$ cat src/rtl/gpo_pkg.sv
package gpo_pkg;
  localparam int ADDR_W  = 8;
  localparam int BYTE_W  = 8;
  localparam int MAX_LANES = 4;
  localparam int PICK_W  = MAX_LANES * BYTE_W;

  // true when addr falls inside [base, base+count)
  function automatic logic in_window(input logic [ADDR_W-1:0] addr,
                                     input logic [ADDR_W-1:0] base,
                                     input int count);
    int a;
    int b;
    a = int'(addr);
    b = int'(base);
    return (a >= b) && (a < b + count);
  endfunction

  // selects byte lane idx from a zero-extended vector
  function automatic logic [BYTE_W-1:0] pick_byte(input logic [PICK_W-1:0] vec,
                                                  input int idx);
    int k;
    k = idx % MAX_LANES;
    return vec[k*BYTE_W +: BYTE_W];
  endfunction

  // gated level: a pin is high only when both data and enable are high
  function automatic logic [PICK_W-1:0] gate_level(input logic [PICK_W-1:0] data,
                                                   input logic [PICK_W-1:0] en);
    return data & en;
  endfunction
endpackage

$ cat src/rtl/gpo_byte_bank.sv
module gpo_byte_bank
  import gpo_pkg::*;
#(
  parameter int LANES = 3,
  parameter logic [ADDR_W-1:0] BASE = '0
) (
  input  logic                    clk,
  input  logic                    rst_n,
  input  logic                    wr_en,
  input  logic [ADDR_W-1:0]       wr_addr,
  input  logic [BYTE_W-1:0]       wr_byte,
  output logic [LANES*BYTE_W-1:0] vec_q
);
  genvar l;
  generate
    for (l = 0; l < LANES; l++) begin : g_lane
      localparam logic [ADDR_W-1:0] LANE_ADDR = BASE + ADDR_W'(l);
      logic [BYTE_W-1:0] lane_q;
      logic              lane_wr;
      assign lane_wr = wr_en && (wr_addr == LANE_ADDR);
      always_ff @(posedge clk or negedge rst_n) begin
        if (!rst_n)       lane_q <= '0;
        else if (lane_wr) lane_q <= wr_byte;
      end
      assign vec_q[l*BYTE_W +: BYTE_W] = lane_q;
    end
  endgenerate
endmodule

$ cat src/rtl/gpo_change_track.sv
module gpo_change_track #(
  parameter int W = 24
) (
  input  logic         clk,
  input  logic         rst_n,
  input  logic [W-1:0] eff_level,
  output logic [W-1:0] level_q,
  output logic [W-1:0] chg_q
);
  logic [W-1:0] diff;
  assign diff = eff_level ^ level_q;

  always_ff @(posedge clk or negedge rst_n) begin
    if (!rst_n) begin
      level_q <= '0;
      chg_q   <= '0;
    end else begin
      level_q <= eff_level;
      chg_q   <= diff;
    end
  end
endmodule

$ cat src/rtl/gpo_aux_store.sv
module gpo_aux_store
  import gpo_pkg::*;
#(
  parameter int LANES = 3,
  parameter logic [ADDR_W-1:0] GPEN_BASE = 8'h60,
  parameter logic [ADDR_W-1:0] ARR_BASE  = 8'h64,
  parameter int ARR_STEP = 4,
  parameter int ARR_COUNT = 4
) (
  input  logic              clk,
  input  logic              rst_n,
  input  logic              wr_en,
  input  logic [ADDR_W-1:0] addr,
  input  logic [BYTE_W-1:0] wr_byte,
  output logic              rd_hit,
  output logic [BYTE_W-1:0] rd_byte
);
  localparam int GPEN_LANES = 2;
  localparam int ARR_W = LANES * BYTE_W;

  logic [GPEN_LANES*BYTE_W-1:0] gpen_vec;
  logic [ARR_W-1:0]             arr_vec [ARR_COUNT];
  logic [ARR_COUNT-1:0]         arr_hit;
  logic [BYTE_W-1:0]            arr_byte [ARR_COUNT];

  gpo_byte_bank #(.LANES(GPEN_LANES), .BASE(GPEN_BASE)) u_gpen (
    .clk(clk), .rst_n(rst_n), .wr_en(wr_en), .wr_addr(addr),
    .wr_byte(wr_byte), .vec_q(gpen_vec)
  );

  genvar g;
  generate
    for (g = 0; g < ARR_COUNT; g++) begin : g_arr
      localparam logic [ADDR_W-1:0] GB = ARR_BASE + ADDR_W'(g * ARR_STEP);
      gpo_byte_bank #(.LANES(LANES), .BASE(GB)) u_bank (
        .clk(clk), .rst_n(rst_n), .wr_en(wr_en), .wr_addr(addr),
        .wr_byte(wr_byte), .vec_q(arr_vec[g])
      );
      assign arr_hit[g]  = in_window(addr, GB, LANES);
      assign arr_byte[g] = pick_byte(PICK_W'(arr_vec[g]), int'(addr - GB));
    end
  endgenerate

  always_comb begin
    rd_hit  = 1'b0;
    rd_byte = '0;
    if (in_window(addr, GPEN_BASE, GPEN_LANES)) begin
      rd_hit  = 1'b1;
      rd_byte = pick_byte(PICK_W'(gpen_vec), int'(addr - GPEN_BASE));
    end
    for (int i = 0; i < ARR_COUNT; i++) begin
      if (arr_hit[i]) begin
        rd_hit  = 1'b1;
        rd_byte = arr_byte[i];
      end
    end
  end
endmodule

$ cat src/rtl/gpo_notify_port.sv
module gpo_notify_port
  import gpo_pkg::*;
#(
  parameter int LANES = 3,
  parameter logic [ADDR_W-1:0] DATA_BASE = 8'h78,
  parameter logic [ADDR_W-1:0] OE_BASE   = 8'h7C
) (
  input  logic                    clk,
  input  logic                    rst_n,
  input  logic                    bus_wr,
  input  logic [ADDR_W-1:0]       bus_addr,
  input  logic [BYTE_W-1:0]       bus_wdata,
  output logic [BYTE_W-1:0]       bus_rdata,
  output logic [LANES*BYTE_W-1:0] pin_level,
  output logic [LANES*BYTE_W-1:0] pin_chg
);
  localparam int PINS = LANES * BYTE_W;

  logic [PINS-1:0]   data_vec;
  logic [PINS-1:0]   oe_vec;
  logic [PINS-1:0]   eff_level;
  logic              data_sel;
  logic              oe_sel;
  logic              aux_hit;
  logic [BYTE_W-1:0] aux_byte;
  logic [PICK_W-1:0] gated_wide;

  gpo_byte_bank #(.LANES(LANES), .BASE(DATA_BASE)) u_data (
    .clk(clk), .rst_n(rst_n), .wr_en(bus_wr), .wr_addr(bus_addr),
    .wr_byte(bus_wdata), .vec_q(data_vec)
  );

  gpo_byte_bank #(.LANES(LANES), .BASE(OE_BASE)) u_oe (
    .clk(clk), .rst_n(rst_n), .wr_en(bus_wr), .wr_addr(bus_addr),
    .wr_byte(bus_wdata), .vec_q(oe_vec)
  );

  assign gated_wide = gate_level(PICK_W'(data_vec), PICK_W'(oe_vec));
  assign eff_level  = gated_wide[PINS-1:0];

  gpo_change_track #(.W(PINS)) u_track (
    .clk(clk), .rst_n(rst_n), .eff_level(eff_level),
    .level_q(pin_level), .chg_q(pin_chg)
  );

  gpo_aux_store #(.LANES(LANES)) u_aux (
    .clk(clk), .rst_n(rst_n), .wr_en(bus_wr), .addr(bus_addr),
    .wr_byte(bus_wdata), .rd_hit(aux_hit), .rd_byte(aux_byte)
  );

  assign data_sel = in_window(bus_addr, DATA_BASE, LANES);
  assign oe_sel   = in_window(bus_addr, OE_BASE, LANES);

  always_comb begin
    if (data_sel)     bus_rdata = pick_byte(PICK_W'(data_vec), int'(bus_addr - DATA_BASE));
    else if (oe_sel)  bus_rdata = pick_byte(PICK_W'(oe_vec), int'(bus_addr - OE_BASE));
    else if (aux_hit) bus_rdata = aux_byte;
    else              bus_rdata = '0;
  end
endmodule

$ cat config.mk
export PLATFORM = sky130hd
export DESIGN_NAME = gpo_notify_port
export DESIGN_NICKNAME = d
export VERILOG_FILES = /design/src/rtl/gpo_pkg.sv /design/src/rtl/gpo_byte_bank.sv /design/src/rtl/gpo_change_track.sv /design/src/rtl/gpo_aux_store.sv /design/src/rtl/gpo_notify_port.sv
export SDC_FILE = /design/constraint.sdc
export NUM_CORES = 1
export LEC_CHECK = 0
export BUFFER_PORTS_ARGS = -buffer_cell sky130_fd_sc_hd__buf_2
export CAP_MARGIN = 25
export CORE_UTILIZATION = 37
export DETAILED_ROUTE_END_ITERATION = 8
export GPL_TIMING_DRIVEN = 0
export PLACE_DENSITY = 0.65
export SLEW_MARGIN = 20
export SYNTH_ARGS = -nofsm -noshare
export SYNTH_HDL_FRONTEND = slang
export SYNTH_SLANG_ARGS = --single-unit
$ cat constraint.sdc
create_clock -name clk -period 2.6 [get_ports clk]
set_clock_uncertainty 0.15 [all_clocks]
set_input_delay 0.13 -clock clk [delete_from_list [all_inputs] [get_ports clk]]
set_output_delay 0.13 -clock clk [all_outputs]
set_load 0.01 [all_outputs]
## Word level (Yosys, flattened, before mapping)

Index checks and enable logic that the tools add are counted.

| word-level totals | value |
|---|---|
| word-level logic and storage cells | 126 |
| bits of input ports | 19 |
| flip-flop bits (word level) | 208 |
| output and inout port bits | 56 |

| cells by class | value |
|---|---|
| equality and inequality tests | 20 |
| $lt $le $gt $ge | 14 |
| multiplexer cells | 13 |
| shift operators | 7 |
| bitwise logic cells | 9 |
| $add $sub $neg | 7 |
| reduce and logical (&&, ||, !) cells | 34 |

Operators by type and width:

| kind | number |
|---|---|
| $shiftx 32x6->8 | 7 |
| $eq 8x7->1 const B | 20 |
| $mux 8 | 8 |
| $sub 8x7->9 const B | 7 |
| $ge 8x7->1 const B | 7 |
| $lt 8x7->1 const B | 7 |
| $logic_and 1x1->1 | 27 |
| $and 24x24->24 | 1 |
| $xor 24x24->24 | 1 |
| $reduce_or 2->1 | 7 |
| $and 1x1->1 | 7 |
| $mux 1 | 5 |

## Longest topological paths before layout

| logic depth | value |
|---|---|
| depth in word-level cells | 12 |
| depth in mapped cells | 9 |
| depth with buffers taken out | 6 |

## By module

From an unflattened synthesis, not the netlist that was laid out.

| unflattened totals | value |
|---|---|
| cell total of the unflattened synthesis | 710 |
| area, all modules | 9820.7 um^2 |

By module, submodules not included:

| module | times used | seq. area each (um^2) | area an instance (um^2) | cells each |
|---|---|---|---|---|
| gpo_byte_bank (u_aux.g_arr[0].u_bank ...) | 2 | 600.6 | 959.7 | 55 |
| gpo_change_track | 1 | 1201.2 | 1411.4 | 72 |
| gpo_aux_store | 1 | 0.0 | 1231.2 | 183 |
| gpo_byte_bank (u_oe) | 1 | 600.6 | 1013.5 | 55 |
| gpo_byte_bank (u_data) | 1 | 600.6 | 997.2 | 55 |
| gpo_byte_bank (u_aux.g_arr[2].u_bank) | 1 | 600.6 | 955.9 | 55 |
| gpo_byte_bank (u_aux.g_arr[3].u_bank) | 1 | 600.6 | 943.4 | 56 |
| gpo_notify_port | 1 | 0.0 | 689.4 | 87 |
| gpo_byte_bank (u_aux.u_gpen) | 1 | 400.4 | 659.4 | 37 |

## Least setup slack after synthesis

Ideal clock, no wire load.

| path | value |
|---|---|
| path type | input port to output port |
| from | input port bus_addr[7] |
| to | output port bus_rdata[5] |
| stages on the path | 9 |
| data required time | 2.320 ns |
| arrival time | 1.453 ns |
| path buffers | 3 |
| slack | 0.867 ns |
| path through | and4b_1 buf_6 and2_1 buf_6 buf_6 o21bai_2 a21oi_1 a211oi_1 o31ai_1 |

| on the way | value |
|---|---|
| word-level cells in the longest chain between the ends | 11 |
| elaborated cells between the ends (all ways) | 55 |
| classes of those cells | add/sub (7); order compare (14); shift (7); mux (13); bitwise (7); reduce/logical (7) |

RTL lines:

| what | line | source |
|---|---|---|
| start: declaration | gpo_notify_port.sv:11 | `input logic [ADDR_W-1:0] bus_addr,` |
| $sub 8x7->9 | gpo_aux_store.sv:49 | `rd_byte = pick_byte(PICK_W'(gpen_vec), int'(addr - GPEN_BASE));` |
| $and 1x1->1 (no source line) | - |  |
| $shiftx 32x6->8 | gpo_pkg.sv:23 | `return vec[k*BYTE_W +: BYTE_W];` |
| $mux 8 | gpo_aux_store.sv:47 | `if (in_window(addr, GPEN_BASE, GPEN_LANES)) begin` |
| $mux 8 (4 in a row) | gpo_aux_store.sv:52 | `if (arr_hit[i]) begin` |
| $mux 8 | gpo_notify_port.sv:57 | `else if (aux_hit) bus_rdata = aux_byte;` |
| $mux 8 | gpo_notify_port.sv:56 | `else if (oe_sel) bus_rdata = pick_byte(PICK_W'(oe_vec), int'(bus_addr - OE_BASE));` |
| $mux 8 * | gpo_notify_port.sv:55 | `if (data_sel) bus_rdata = pick_byte(PICK_W'(data_vec), int'(bus_addr - DATA_BASE));` |
| end: declaration | gpo_notify_port.sv:13 | `output logic [BYTE_W-1:0] bus_rdata,` |

Mark *: on every way between the ends. The rest lies on a longest branch, timed or not.

## Worst setup path in the final report

| path | value |
|---|---|
| from | input port bus_addr[1] |
| to | output port bus_rdata[5] |

| on the way | value |
|---|---|
| word-level cells in the longest chain between the ends | 12 |
| elaborated cells between the ends (all ways) | 62 |
| classes of those cells | add/sub (7); order compare (14); shift (7); mux (13); bitwise (7); reduce/logical (14) |

RTL lines:

| what | line |
|---|---|
| $sub 8x7->9 | gpo_aux_store.sv:49 |
| $reduce_or 2->1 (no source line) | - |
| $and 1x1->1 (no source line) | - |
| $shiftx 32x6->8 | gpo_pkg.sv:23 |
| $mux 8 | gpo_aux_store.sv:47 |
| $mux 8 (4 in a row) | gpo_aux_store.sv:52 |
| $mux 8 | gpo_notify_port.sv:57 |
| $mux 8 | gpo_notify_port.sv:56 |
| $mux 8 * | gpo_notify_port.sv:55 |

Marked as above.

==> run_results.csv <==
group,metric,value,unit
yosys,syn_nets,739,
detailed_routing,firstDrtPassIters,4,
clock_network,cts.clk_slew.worst_paths,0.06,ns
detailed_routing,vias,6122,
timing,setup_viol,0,
outcome,status,"complete, no violations",
power_and_ir_drop,power.share.clock,47.0,%
grt,overflow,0,
grt,grt_use_total,18.45,%
clock_network,clock-sinks,208,
yosys,syn-cell-area,9334,µm²
detailed_routing,drt-total-wl,23610,µm
worst_setup_path,cp.required,2.32,ns
worst_setup_path,path_delay_family,"simple AND/OR/NAND/NOR gates",
timing,drv_slew,0,
flow_run,drv_cap,0,
clock_network,insertion_delay,0.51,ns
grt,grt_max_degree,98,
placement,io_buffers,65,
min_path,hold_class,"input pin to async pin",
detailed_routing,antenna_left,0,
grt,grt_pass1_vias,6240,
timing,clock.fmax,0.3979,GHz
worst_setup_path,cp_max_fo,8,
yosys,synth.area.mux_share,23.62,%
yosys,synthXorXnorAreaFrac,2.252,%
yosys,avgSynthCellArea,12.96,µm²
timing,period_share,96.66,%
die,ioPinCount,75,
grt,grtUsageMet2,28.45,%
timing,hold_viol,0,
power_and_ir_drop,worst_ir_drop_vdd,522.0,µV
timing,slew_headroom,44.74,%
clock_network,cts_tree,"done",
finish,most-common-layout-cells,"208 x dfrtp_1, 162 x mux2_2, 76 x buf_2",
timing,fin_tns_setup,0,ns
yosys,synth_top_flop_cell,"dfrtp_1",
die,rows,57,
yosys,synth_top_family_by_area,"multiplexers",
placement,post-dp-hpwl,15940,µm
grt,antenna_found_initial,0,
detailed_routing,viasPerCell,5.300,
timing,fin_crit,2.513,ns
worst_setup_path,start_kind,"input pin",
detailed_routing,avgRoutedWirePerCell,20.44,µm
finish,area_growth,17.82,%
placement,gp_congestion,0.8768,
die,die_x,160.8,µm
worst_setup_path,critical-path-max-stage-delay,0.52,ns
finish,final_common_cell,"dfrtp_1",
worst_setup_path,cp.arrival,2.23,ns
timing,rsz0062_at_grt,"false",
grt,grt_use_met3,3.796,%
finish,nets,835,
worst_setup_path,cpMaxStageDelayCell,"nor2_1",
yosys,synth-adder-area-share,0,%
power_and_ir_drop,swShare,22.96,%
die,core_area,24530,µm²
power_and_ir_drop,p_leak,5.580,nW
finish,diodes,0,
timing,whs,0.03000,ns
die,die_area,25870,µm²
finish,drive_above_1_share,37.91,%
worst_setup_path,crit_buf_inv,2,
power_and_ir_drop,intPower,5.679,mW
worst_setup_path,cp_cell_sequence,"buf_2 -> nand2b_1 -> nor2_1 -> a21oi_1 -> nor2_1 -> a211oi_1 -> o31ai_1 -> buf_2",
power_and_ir_drop,power.switching,1.692,mW
power_and_ir_drop,power_frac_seq,46.5,%
yosys,synth_compound_area_share,7.761,%
yosys,synthCells,720,
power_and_ir_drop,power_density,670.3,nW/µm²
yosys,synth_edf_count,0,
finish,multi_input_area,3914,µm²
clock_network,clk_path_buf_depth,3,
detailed_routing,drc,0,
yosys,synth.distinct_cells,44,
clock_network,htreeDepth,1,
finish,final_util,44.82,%
die,floorplan.initialDensity,38.05,%
worst_setup_path,cp-end-kind,"primary output",
clock_network,cts_buffers,24,
clock_network,root_buffer,"clkbuf_16",
yosys,ys.warnings.count,0,
worst_setup_path,critical_path_class,"input pin to primary output",
detailed_routing,drt_iter0_markers,441,
finish,regArea,5205,µm²
yosys,ys_ff_latch,208,
grt,grt_pass1_wl,36510,µm
power_and_ir_drop,combPwrFrac,6.5,%
yosys,yosys.area_share.simple,8.190,%
yosys,async_flop_share,100.0,%
timing,worst_pin_slew,0.8290,ns
yosys,ys_seq_area_share,55.76,%
grt,grt-busiest-layer,"met2",
grt,grtUsageMet1,26.28,%
finish,fillers,2300,
die,die_h,160.8,µm
clock_network,post-cts-setup-buffers,0,
## area by class of cell
class	count	share of cell area [%]
flip-flops and latches	208	47.33
clock buffers	32	6.201
inverters	2	0.06827
multi-input cells	470	35.59
repair buffers	70	3.982
clock inverters	9	1.149
well taps	324	3.686
plain buffers	40	1.991
## worst paths after layout
kind / slack [ns] / startpoint / cells past startpoint / to
worst max-delay path: 0.09 / bus_addr[1] / 8 / bus_rdata[5]
worst min-delay path: 0.03 / rst_n / 3 / u_track.chg_q[2]$_DFF_PN0_
worst max register to register: 1.56 / u_data.g_lane[2].lane_q[4]$_DFFE_PN0P_ / 2 / u_track.chg_q[20]$_DFF_PN0_
worst min register to register: 0.30 / u_track.level_q[2]$_DFF_PN0_ / 1 / u_track.chg_q[2]$_DFF_PN0_
max in group asynchronous: 1.48 / rst_n / 4 / u_aux.g_arr[1].u_bank.g_lane[1].lane_q[4]$_DFFE_PN0P_
min in group clk: 0.05 / bus_wdata[1] / 2 / u_data.g_lane[0].lane_q[1]$_DFFE_PN0P_
## power by group through the flow
stage                     Sequential, mW  Clock [mW]  Combinational, mW
after floorplan                     3.47           0              0.278
after global placement              3.48           0              0.454
after detailed placement            3.49           0              0.475
after CTS                           3.43        3.53              0.485
after global routing                3.44        3.66              0.526
final                               3.43        3.46              0.481
## stage by stage
step / instance area, µm² / cells / setup WS (ns) / total power, mW
after global routing: 11000 / 1155 / 0.005569 / 7.631
final: 11000 / 1155 / 0.08689 / 7.372
after detailed placement: 10130 / 1111 / 0.1126 / 3.961
after CTS: 10990 / 1155 / 0.1030 / 7.443
after global placement: 10060 / 1109 / -2.318 / 3.935
after floorplan: 9334 / 720 / 0.8673 / 3.747
## sequential cells by signal, summed over array words and instances (netlist names)
register,cells
u_aux.g_arr.u_bank.g_lane.lane_q,96
u_aux.u_gpen.g_lane.lane_q,16
u_data.g_lane.lane_q,24
u_oe.g_lane.lane_q,24
u_track.chg_q,24
u_track.level_q,24
## worst register-to-register path, stage by stage, from the launching register on
cell	delay, ns
dfrtp_1	0.39
and2_1	0.23
xor2_1	0.16
## synth_stat cells (2+ instances only)
cell type	n	area share [%]
a211oi_1	7	0.56
a21oi_1	62	3.3
a221o_1	7	0.75
a2bb2oi_1	2	0.19
a31oi_1	2	0.13
and2_1	27	1.8
and3b_1	2	0.19
buf_2	12	0.64
buf_4	4	0.32
buf_6	5	0.60
clkbuf_1	19	0.76
dfrtp_1	208	56
inv_1	2	0.080
mux2_2	162	20
mux2i_1	38	4.1
nand2_1	19	0.76
nand2_2	2	0.13
nand2b_1	2	0.13
nand3_1	3	0.16
nand4_1	2	0.13
nand4_2	3	0.40
nor2_1	35	1.4
nor2_2	10	0.67
nor2_4	4	0.48
nor2b_1	9	0.60
nor3_4	2	0.35
o21ai_0	3	0.16
o21bai_1	6	0.48
o22a_1	2	0.19
o22ai_1	16	1.1
o31ai_1	7	0.56
xor2_1	24	2.3
## repair_timing
item,CTS,global route
endpoints found under the setup margin,0,3
hold endpoints to repair,115,0
hold buffers,3,0
resized for setup,0,4
## metal layers
metal  vias to the layer above  share of wire [%]  routed length (µm)
met4                         0                2.3                 544
met5                         -                  0                   0
li1                       2768                  -                   -
met3                        39                6.5                1534
met2                       181                 45               10710
met1                      3134                 46               10820
## cell families (layout without fill, tap and decap cells)
kind of cell           after synthesis  count (layout)
XOR/XNOR                            24              24
multiplexers                       200             200
AND/OR/NAND/NOR                    128             128
AO/OA/AOI/OAI                      118             118
buffers and inverters               42             153
flip-flops                         208             208
(Power assumes the default switching activity.)
